[src/rtl/gpio_ovr_pkg.sv]
`timescale 1ns/1ps
package gpio_ovr_pkg;
    // write target select
    localparam logic WSEL_DIR  = 1'b0;
    localparam logic WSEL_PORT = 1'b1;

    // read source select
    typedef enum logic [1:0] {
        RSEL_DIR  = 2'd0,
        RSEL_PORT = 2'd1,
        RSEL_PIN  = 2'd2,
        RSEL_NONE = 2'd3
    } rsel_e;
endpackage

[src/rtl/gpio_ovr_pinmux.sv]
`timescale 1ns/1ps
module gpio_ovr_pinmux (
    input  logic dir_bit,
    input  logic port_bit,
    input  logic pud,
    input  logic sleep,
    input  logic pu_en,
    input  logic pu_val,
    input  logic dd_en,
    input  logic dd_val,
    input  logic pv_en,
    input  logic pv_val,
    input  logic ie_en,
    input  logic ie_val,
    output logic oe,
    output logic dout,
    output logic pu,
    output logic ie
);
    logic pu_default;

    always_comb begin
        // register-derived pull-up: input mode, port bit set, not globally disabled
        pu_default = ~dir_bit & port_bit & ~pud;
        pu   = pu_en ? pu_val : pu_default;
        oe   = dd_en ? dd_val : dir_bit;
        // value override only takes effect while the driver is on
        dout = (oe & pv_en) ? pv_val : port_bit;
        ie   = ie_en ? ie_val : ~sleep;
    end
endmodule

[src/rtl/gpio_ovr_sync.sv]
`timescale 1ns/1ps
module gpio_ovr_sync #(
    parameter int WIDTH = 8
) (
    input  logic             clk,
    input  logic             rst_n,
    input  logic [WIDTH-1:0] din,
    output logic [WIDTH-1:0] dout
);
    typedef struct packed {
        logic [WIDTH-1:0] s1;
        logic [WIDTH-1:0] s2;
        logic             armed;
    } sync_t;

    sync_t st_d, st_q;

    always_comb begin
        st_d       = st_q;
        st_d.s1    = din;
        st_d.s2    = st_q.s1;
        st_d.armed = 1'b1;
    end

    always_ff @(posedge clk or negedge rst_n) begin
        if (!rst_n) st_q <= '0;
        else        st_q <= st_d;
    end

    assign dout = st_q.s2;

    // each stage advances by exactly one edge
    p_stage1_r10: assert property (@(posedge clk) disable iff (!rst_n)
        st_q.armed |-> (st_q.s1 == $past(din)));
    p_stage2_r10: assert property (@(posedge clk) disable iff (!rst_n)
        st_q.armed |-> (dout == $past(st_q.s1)));
endmodule

[src/rtl/gpio_ovr_regs.sv]
`timescale 1ns/1ps
module gpio_ovr_regs
    import gpio_ovr_pkg::*;
#(
    parameter int NPINS = 8
) (
    input  logic             clk,
    input  logic             rst_n,
    input  logic             wr_en,
    input  logic             wr_sel,
    input  logic [NPINS-1:0] wr_data,
    input  logic [NPINS-1:0] tgl,
    input  logic             rd_en,
    input  logic [1:0]       rd_sel,
    input  logic [NPINS-1:0] pin_level,
    output logic [NPINS-1:0] dir_q,
    output logic [NPINS-1:0] port_q,
    output logic [NPINS-1:0] rd_data
);
    typedef struct packed {
        logic [NPINS-1:0] dir;
        logic [NPINS-1:0] port;
        logic [NPINS-1:0] rd;
    } regs_t;

    regs_t r_d, r_q;
    logic  wr_dir_hit, wr_port_hit;

    always_comb begin
        r_d         = r_q;
        wr_dir_hit  = wr_en && (wr_sel == WSEL_DIR);
        wr_port_hit = wr_en && (wr_sel == WSEL_PORT);
        if (wr_dir_hit)  r_d.dir  = wr_data;
        if (wr_port_hit) r_d.port = wr_data;
        // toggle applies on top of any same-cycle write
        r_d.port = r_d.port ^ tgl;
        if (rd_en) begin
            case (rsel_e'(rd_sel))
                RSEL_DIR:  r_d.rd = r_q.dir;
                RSEL_PORT: r_d.rd = r_q.port;
                RSEL_PIN:  r_d.rd = pin_level;
                default:   r_d.rd = '0;
            endcase
        end
    end

    always_ff @(posedge clk or negedge rst_n) begin
        if (!rst_n) r_q <= '0;
        else        r_q <= r_d;
    end

    assign dir_q   = r_q.dir;
    assign port_q  = r_q.port;
    assign rd_data = r_q.rd;

    // registers are quiet without a write or toggle
    p_hold_r2: assert property (@(posedge clk) disable iff (!rst_n)
        (!wr_en && (tgl == '0)) |=> ((port_q == $past(port_q)) && (dir_q == $past(dir_q))));
    // toggle alone inverts the stored bits
    p_toggle_r7: assert property (@(posedge clk) disable iff (!rst_n)
        (!(wr_en && wr_sel == WSEL_PORT)) |=> (port_q == ($past(port_q) ^ $past(tgl))));
    // write and toggle together: write first, then invert
    p_wr_tgl_r7: assert property (@(posedge clk) disable iff (!rst_n)
        (wr_en && wr_sel == WSEL_PORT) |=> (port_q == ($past(wr_data) ^ $past(tgl))));
    // read of direction returns the value present at the strobe
    p_rd_dir_r11: assert property (@(posedge clk) disable iff (!rst_n)
        (rd_en && rd_sel == 2'd0) |=> (rd_data == $past(dir_q)));
    // read data holds without a strobe
    p_rd_hold_r11: assert property (@(posedge clk) disable iff (!rst_n)
        !rd_en |=> $stable(rd_data));
endmodule

[src/rtl/gpio_ovr_bank.sv]
`timescale 1ns/1ps
module gpio_ovr_bank #(
    parameter int NPINS = 8
) (
    input  logic             clk,
    input  logic             rst_n,
    input  logic             wr_en,
    input  logic             wr_sel,
    input  logic [NPINS-1:0] wr_data,
    input  logic             rd_en,
    input  logic [1:0]       rd_sel,
    output logic [NPINS-1:0] rd_data,
    input  logic             pud,
    input  logic             sleep,
    input  logic [NPINS-1:0] pu_ovr_en,
    input  logic [NPINS-1:0] pu_ovr_val,
    input  logic [NPINS-1:0] dd_ovr_en,
    input  logic [NPINS-1:0] dd_ovr_val,
    input  logic [NPINS-1:0] pv_ovr_en,
    input  logic [NPINS-1:0] pv_ovr_val,
    input  logic [NPINS-1:0] tgl_ovr_en,
    input  logic [NPINS-1:0] ie_ovr_en,
    input  logic [NPINS-1:0] ie_ovr_val,
    input  logic [NPINS-1:0] pad_in,
    output logic [NPINS-1:0] pad_oe,
    output logic [NPINS-1:0] pad_out,
    output logic [NPINS-1:0] pad_pu,
    output logic [NPINS-1:0] pad_ie,
    output logic [NPINS-1:0] periph_in,
    output logic [NPINS-1:0] pin_sync
);
    logic [NPINS-1:0] dir_q;
    logic [NPINS-1:0] port_q;
    logic [NPINS-1:0] gated_in;

    gpio_ovr_regs #(.NPINS(NPINS)) u_regs (
        .clk       (clk),
        .rst_n     (rst_n),
        .wr_en     (wr_en),
        .wr_sel    (wr_sel),
        .wr_data   (wr_data),
        .tgl       (tgl_ovr_en),
        .rd_en     (rd_en),
        .rd_sel    (rd_sel),
        .pin_level (pin_sync),
        .dir_q     (dir_q),
        .port_q    (port_q),
        .rd_data   (rd_data)
    );

    for (genvar g = 0; g < NPINS; g++) begin : g_pin
        gpio_ovr_pinmux u_mux (
            .dir_bit  (dir_q[g]),
            .port_bit (port_q[g]),
            .pud      (pud),
            .sleep    (sleep),
            .pu_en    (pu_ovr_en[g]),
            .pu_val   (pu_ovr_val[g]),
            .dd_en    (dd_ovr_en[g]),
            .dd_val   (dd_ovr_val[g]),
            .pv_en    (pv_ovr_en[g]),
            .pv_val   (pv_ovr_val[g]),
            .ie_en    (ie_ovr_en[g]),
            .ie_val   (ie_ovr_val[g]),
            .oe       (pad_oe[g]),
            .dout     (pad_out[g]),
            .pu       (pad_pu[g]),
            .ie       (pad_ie[g])
        );
    end

    // input gate sits ahead of the synchronizer; peripherals see it raw
    assign gated_in  = pad_in & pad_ie;
    assign periph_in = gated_in;

    gpio_ovr_sync #(.WIDTH(NPINS)) u_sync (
        .clk   (clk),
        .rst_n (rst_n),
        .din   (gated_in),
        .dout  (pin_sync)
    );

    // a default-path pull-up implies input mode, port set, pud clear
    p_pu_default_r3: assert property (@(posedge clk) disable iff (!rst_n)
        ((pad_pu & ~pu_ovr_en) & (dir_q | ~port_q | {NPINS{pud}})) == '0);
    // without the override the driver follows the register
    p_oe_reg_r5: assert property (@(posedge clk) disable iff (!rst_n)
        ((pad_oe ^ dir_q) & ~dd_ovr_en) == '0);
    // a disabled driver never shows the override value in place of the port bit
    p_out_port_r6: assert property (@(posedge clk) disable iff (!rst_n)
        ((pad_out ^ port_q) & ~pad_oe) == '0);
    // a disabled input never reaches peripherals
    p_ie_gate_r8: assert property (@(posedge clk) disable iff (!rst_n)
        (periph_in & ~pad_ie) == '0);
    // an enabled input passes through unchanged
    p_periph_r9: assert property (@(posedge clk) disable iff (!rst_n)
        ((periph_in ^ pad_in) & pad_ie) == '0);
endmodule

[config.mk]
export PLATFORM = sky130hd
export DESIGN_NAME = gpio_ovr_bank
export DESIGN_NICKNAME = d
export VERILOG_FILES = /design/src/rtl/gpio_ovr_pkg.sv /design/src/rtl/gpio_ovr_pinmux.sv /design/src/rtl/gpio_ovr_sync.sv /design/src/rtl/gpio_ovr_regs.sv /design/src/rtl/gpio_ovr_bank.sv
export SDC_FILE = /design/constraint.sdc
export NUM_CORES = 1
export LEC_CHECK = 0
export CAP_MARGIN = 20
export CORE_UTILIZATION = 37
export CTS_CLUSTER_DIAMETER = 40
export DETAILED_ROUTE_END_ITERATION = 10
export GPL_TIMING_DRIVEN = 0
export HOLD_SLACK_MARGIN = 0.02
export PLACE_DENSITY = 0.82
export SETUP_SLACK_MARGIN = 0.15
export SLEW_MARGIN = 20
export SYNTH_ARGS = -nofsm -noshare
export SYNTH_HDL_FRONTEND = slang
export SYNTH_SLANG_ARGS = --single-unit
[constraint.sdc]
create_clock -name clk -period 2.4 [get_ports clk]
set_input_delay 0.72 -clock clk [delete_from_list [all_inputs] [get_ports clk]]
set_output_delay 0.72 -clock clk [all_outputs]
set_load 0.02 [all_outputs]
==> impl_metrics.yaml <==
pwr:
  total_leakage_power_uw: 0.00221
  ir_worst_vdd_v: 0.000338
  cellPowerDensity_nw_per_um2: 573
outcome:
  status: "complete, but fails checks"
  violations: "negative setup slack"
die:
  fp.dieW_um: 82.2
  row_count: 28
  die-area_sq_um: 6760
  ios: 153
  die_h_um: 82.2
  coreArea_sq_um: 6060
  start_util_pct: 39.3
grt:
  grt_pass1_wl_um: 10300
  globalRouteOverflowTotal: 0
  grt_max_degree: 22
  antenna_found_initial: 0
  track_usage_pct: 20.4
  grt_pass1_vias: 2265
sta:
  clock_skew_ns: 0.00650
  period_needed_ns: 2.44
  finalCritPeriodShare_pct: 102
  fin_hold_ws_ns: 0.352
  finalSetupViolCount: 7
  max_freq_mhz: 410
  worst-slew-pin-transition_ns: 0.496
  setup_ws_ns: -0.0399
  final.setup.tns_ns: -0.158
  hold_viol_final: 0
  slew_viol_final: 0
  grt_setup_unrepaired: "yes"
  slew_headroom_pct: 67.0
place:
  routabilityCongestion: 0.724
  place_hpwl_um: 5260
  portBuffers: 148
synthesis:
  avgSynthCellArea_sq_um: 10.6
  synth_warnings: 0
  synth.net_count: 322
  ys_ff_latch: 40
  syn_inst: 225
  synth.distinct_cells: 25
  synthesis.area_sq_um: 2380
  yosysSeqAreaShare_pct: 42.0
clock_network:
  hold_buffers: 0
  cts_buffers: 5
  clock_latency_ns: 0.28
  clock-root-buffer: "clkbuf_8"
  clock-sinks: 40
  htree_levels: 2
  cts_tree: "done"
  clk_pin_slew_worst_paths_ns: 0.07
  clk_path_buf_depth: 2
drt:
  via_count: 2193
  drcViolationCount: 0
  dr.pass1.iters: 4
  drt_iter0_drc: 19
  ant_nets: 0
  routed_wirelength_um: 6810
  wire_per_inst_um: 14.6
  viasPerCell: 4.69
finish:
  most-common-layout-cells: "buf_6 (45), clkdlybuf4s50_1 (45), buf_4 (43), dfrtp_1 (40), dlygate4sd2_1 (25)"
  layout-drive-gt1-share_pct: 45.0
  final_nets: 489
  diodes: 0
  syn_to_final_growth_pct: 79.7
worst_setup_path:
  cp_max_fo: 2
  slowest_stage: "mux2_4"
  path_cells: "buf_6, mux2_4, nand2_4, mux2_4, buf_6, buf_6"
  cp_data_required_time_ns: 1.68
  start_kind: "input pin"
  cp.arrival_ns: 1.72
  cp_slowest_stage_delay_ns: 0.32
  worst_setup_path_end_kind: "output port"
  path_class: "in -> out"
  cp_common_cell: "buf_6"
job:
  drv_cap: 0
hold_path:
  worst_hold_path_type: "reg -> reg"
cells by family after synthesis:
| family | count (synthesis) | synth area share, % |
|---|---|---|
| and+or+nand+nor | 56 | 10.5 |
| buffers and inverters | 48 | 15.2 |
| xor gates and xnor gates | 8 | 2.94 |
| DFF | 40 | 42.0 |
| muxes | 39 | 20.6 |
| AOI/OAI and AO/OA | 34 | 8.77 |
critical path: cells and delay by family:
family                 cells  cell delay, ns
buffers and inverters      3            0.32
multiplexers               2            0.62
AND/OR/NAND/NOR            1            0.06
layout make-up:
class                      count  area, sq um
inverter                       1         3.75
clock buffer                   6         82.6
fill                         487         1780
buffer                        47          394
timing repair buffer         160         1560
multi-input combinational    137         1140
sequential                    40         1000
clock inverter                 2         10.0
tap                           75         93.8
Yosys cell counts:
| cell type | instances | area share, % |
|---|---|---|
| a31o_2 | 1 | 0.37 |
| nor2_1 | 14 | 2.2 |
| buf_2 | 1 | 0.21 |
| nor2b_4 | 1 | 0.58 |
| buf_4 | 40 | 13 |
| nand2_2 | 1 | 0.26 |
| xnor2_1 | 8 | 2.9 |
| dfrtp_1 | 40 | 42 |
| nand3b_1 | 1 | 0.32 |
| mux2i_1 | 16 | 6.7 |
| and2_1 | 8 | 2.1 |
| o211ai_1 | 1 | 0.32 |
| clkbuf_2 | 1 | 0.21 |
| a2bb2oi_1 | 7 | 2.6 |
| o21a_1 | 1 | 0.32 |
| mux2_4 | 19 | 12 |
| o41ai_1 | 1 | 0.37 |
| inv_1 | 1 | 0.16 |
| a21oi_1 | 8 | 1.7 |
| nor2b_1 | 1 | 0.26 |
| nand2_1 | 30 | 4.7 |
| mux2_2 | 4 | 1.9 |
| clkbuf_1 | 1 | 0.16 |
| buf_6 | 4 | 1.9 |
| o21ai_0 | 15 | 3.2 |
metrics by stage:
step                utilization (%)  instances  setup WS, ns  instance area [sq um]  power (uW)
floorplan                         -        225         0.155                   2390        1460
detailed placement             65.9        449        -0.891                   3990        1950
global route                   70.6        468       -0.0463                   4280        2590
global placement               65.5        448        -0.860                   3970        1920
finish                         70.6        468       -0.0399                   4280        2450
CTS                            69.4        466       -0.0349                   4200        2460
final timing paths:
kind / startpoint / endpoint / slack, ns / cells after the start
max reg2reg: u_regs.dir_q[5] / u_regs.rd_data[5] / 1.44 / 3
min in group asynchronous: rst_n / u_regs.port_q[7] / 0.40 / 1
min reg2reg: u_sync.st_d[8] / u_sync.dout[7] / 0.35 / 0
max in group asynchronous: rst_n / u_regs.dir_q[0] / 1.54 / 2
max: dd_ovr_en[7] / pad_out[7] / -0.04 / 6
min: u_sync.st_d[8] / u_sync.dout[7] / 0.35 / 0
power breakdown:
| part | internal, uW | switching, uW | leakage, uW |
|---|---|---|---|
| clock network | 229 | 215 | 0.0000510 |
| registers | 777 | 96.9 | 0.000490 |
| logic | 685 | 449 | 0.00167 |
| total | 1690 | 762 | 0.00221 |
state kept, by name, indices dropped and copies added (netlist names):
register	cells
u_regs.dir_q	8
u_regs.port_q	8
u_regs.rd_data	8
u_sync.dout	8
u_sync.st_d	8
routing by layer:
layer	vias to the layer above	global-route usage [%]	part of all wire (%)
met4	0	5.61	1.1
li1	1053	-	-
met5	-	0	0
met1	1037	21.4	36
met3	6	5.38	8.6
met2	97	39.5	54
what timing repair did:
| action | CTS | global route |
|---|---|---|
| setup endpoints to repair | 40 | 31 |
| gates resized for setup | 326 | 45 |
| pin swaps | 21 | 14 |
| setup buffers | 9 | 2 |
Power figures use the tool's default switching activity.
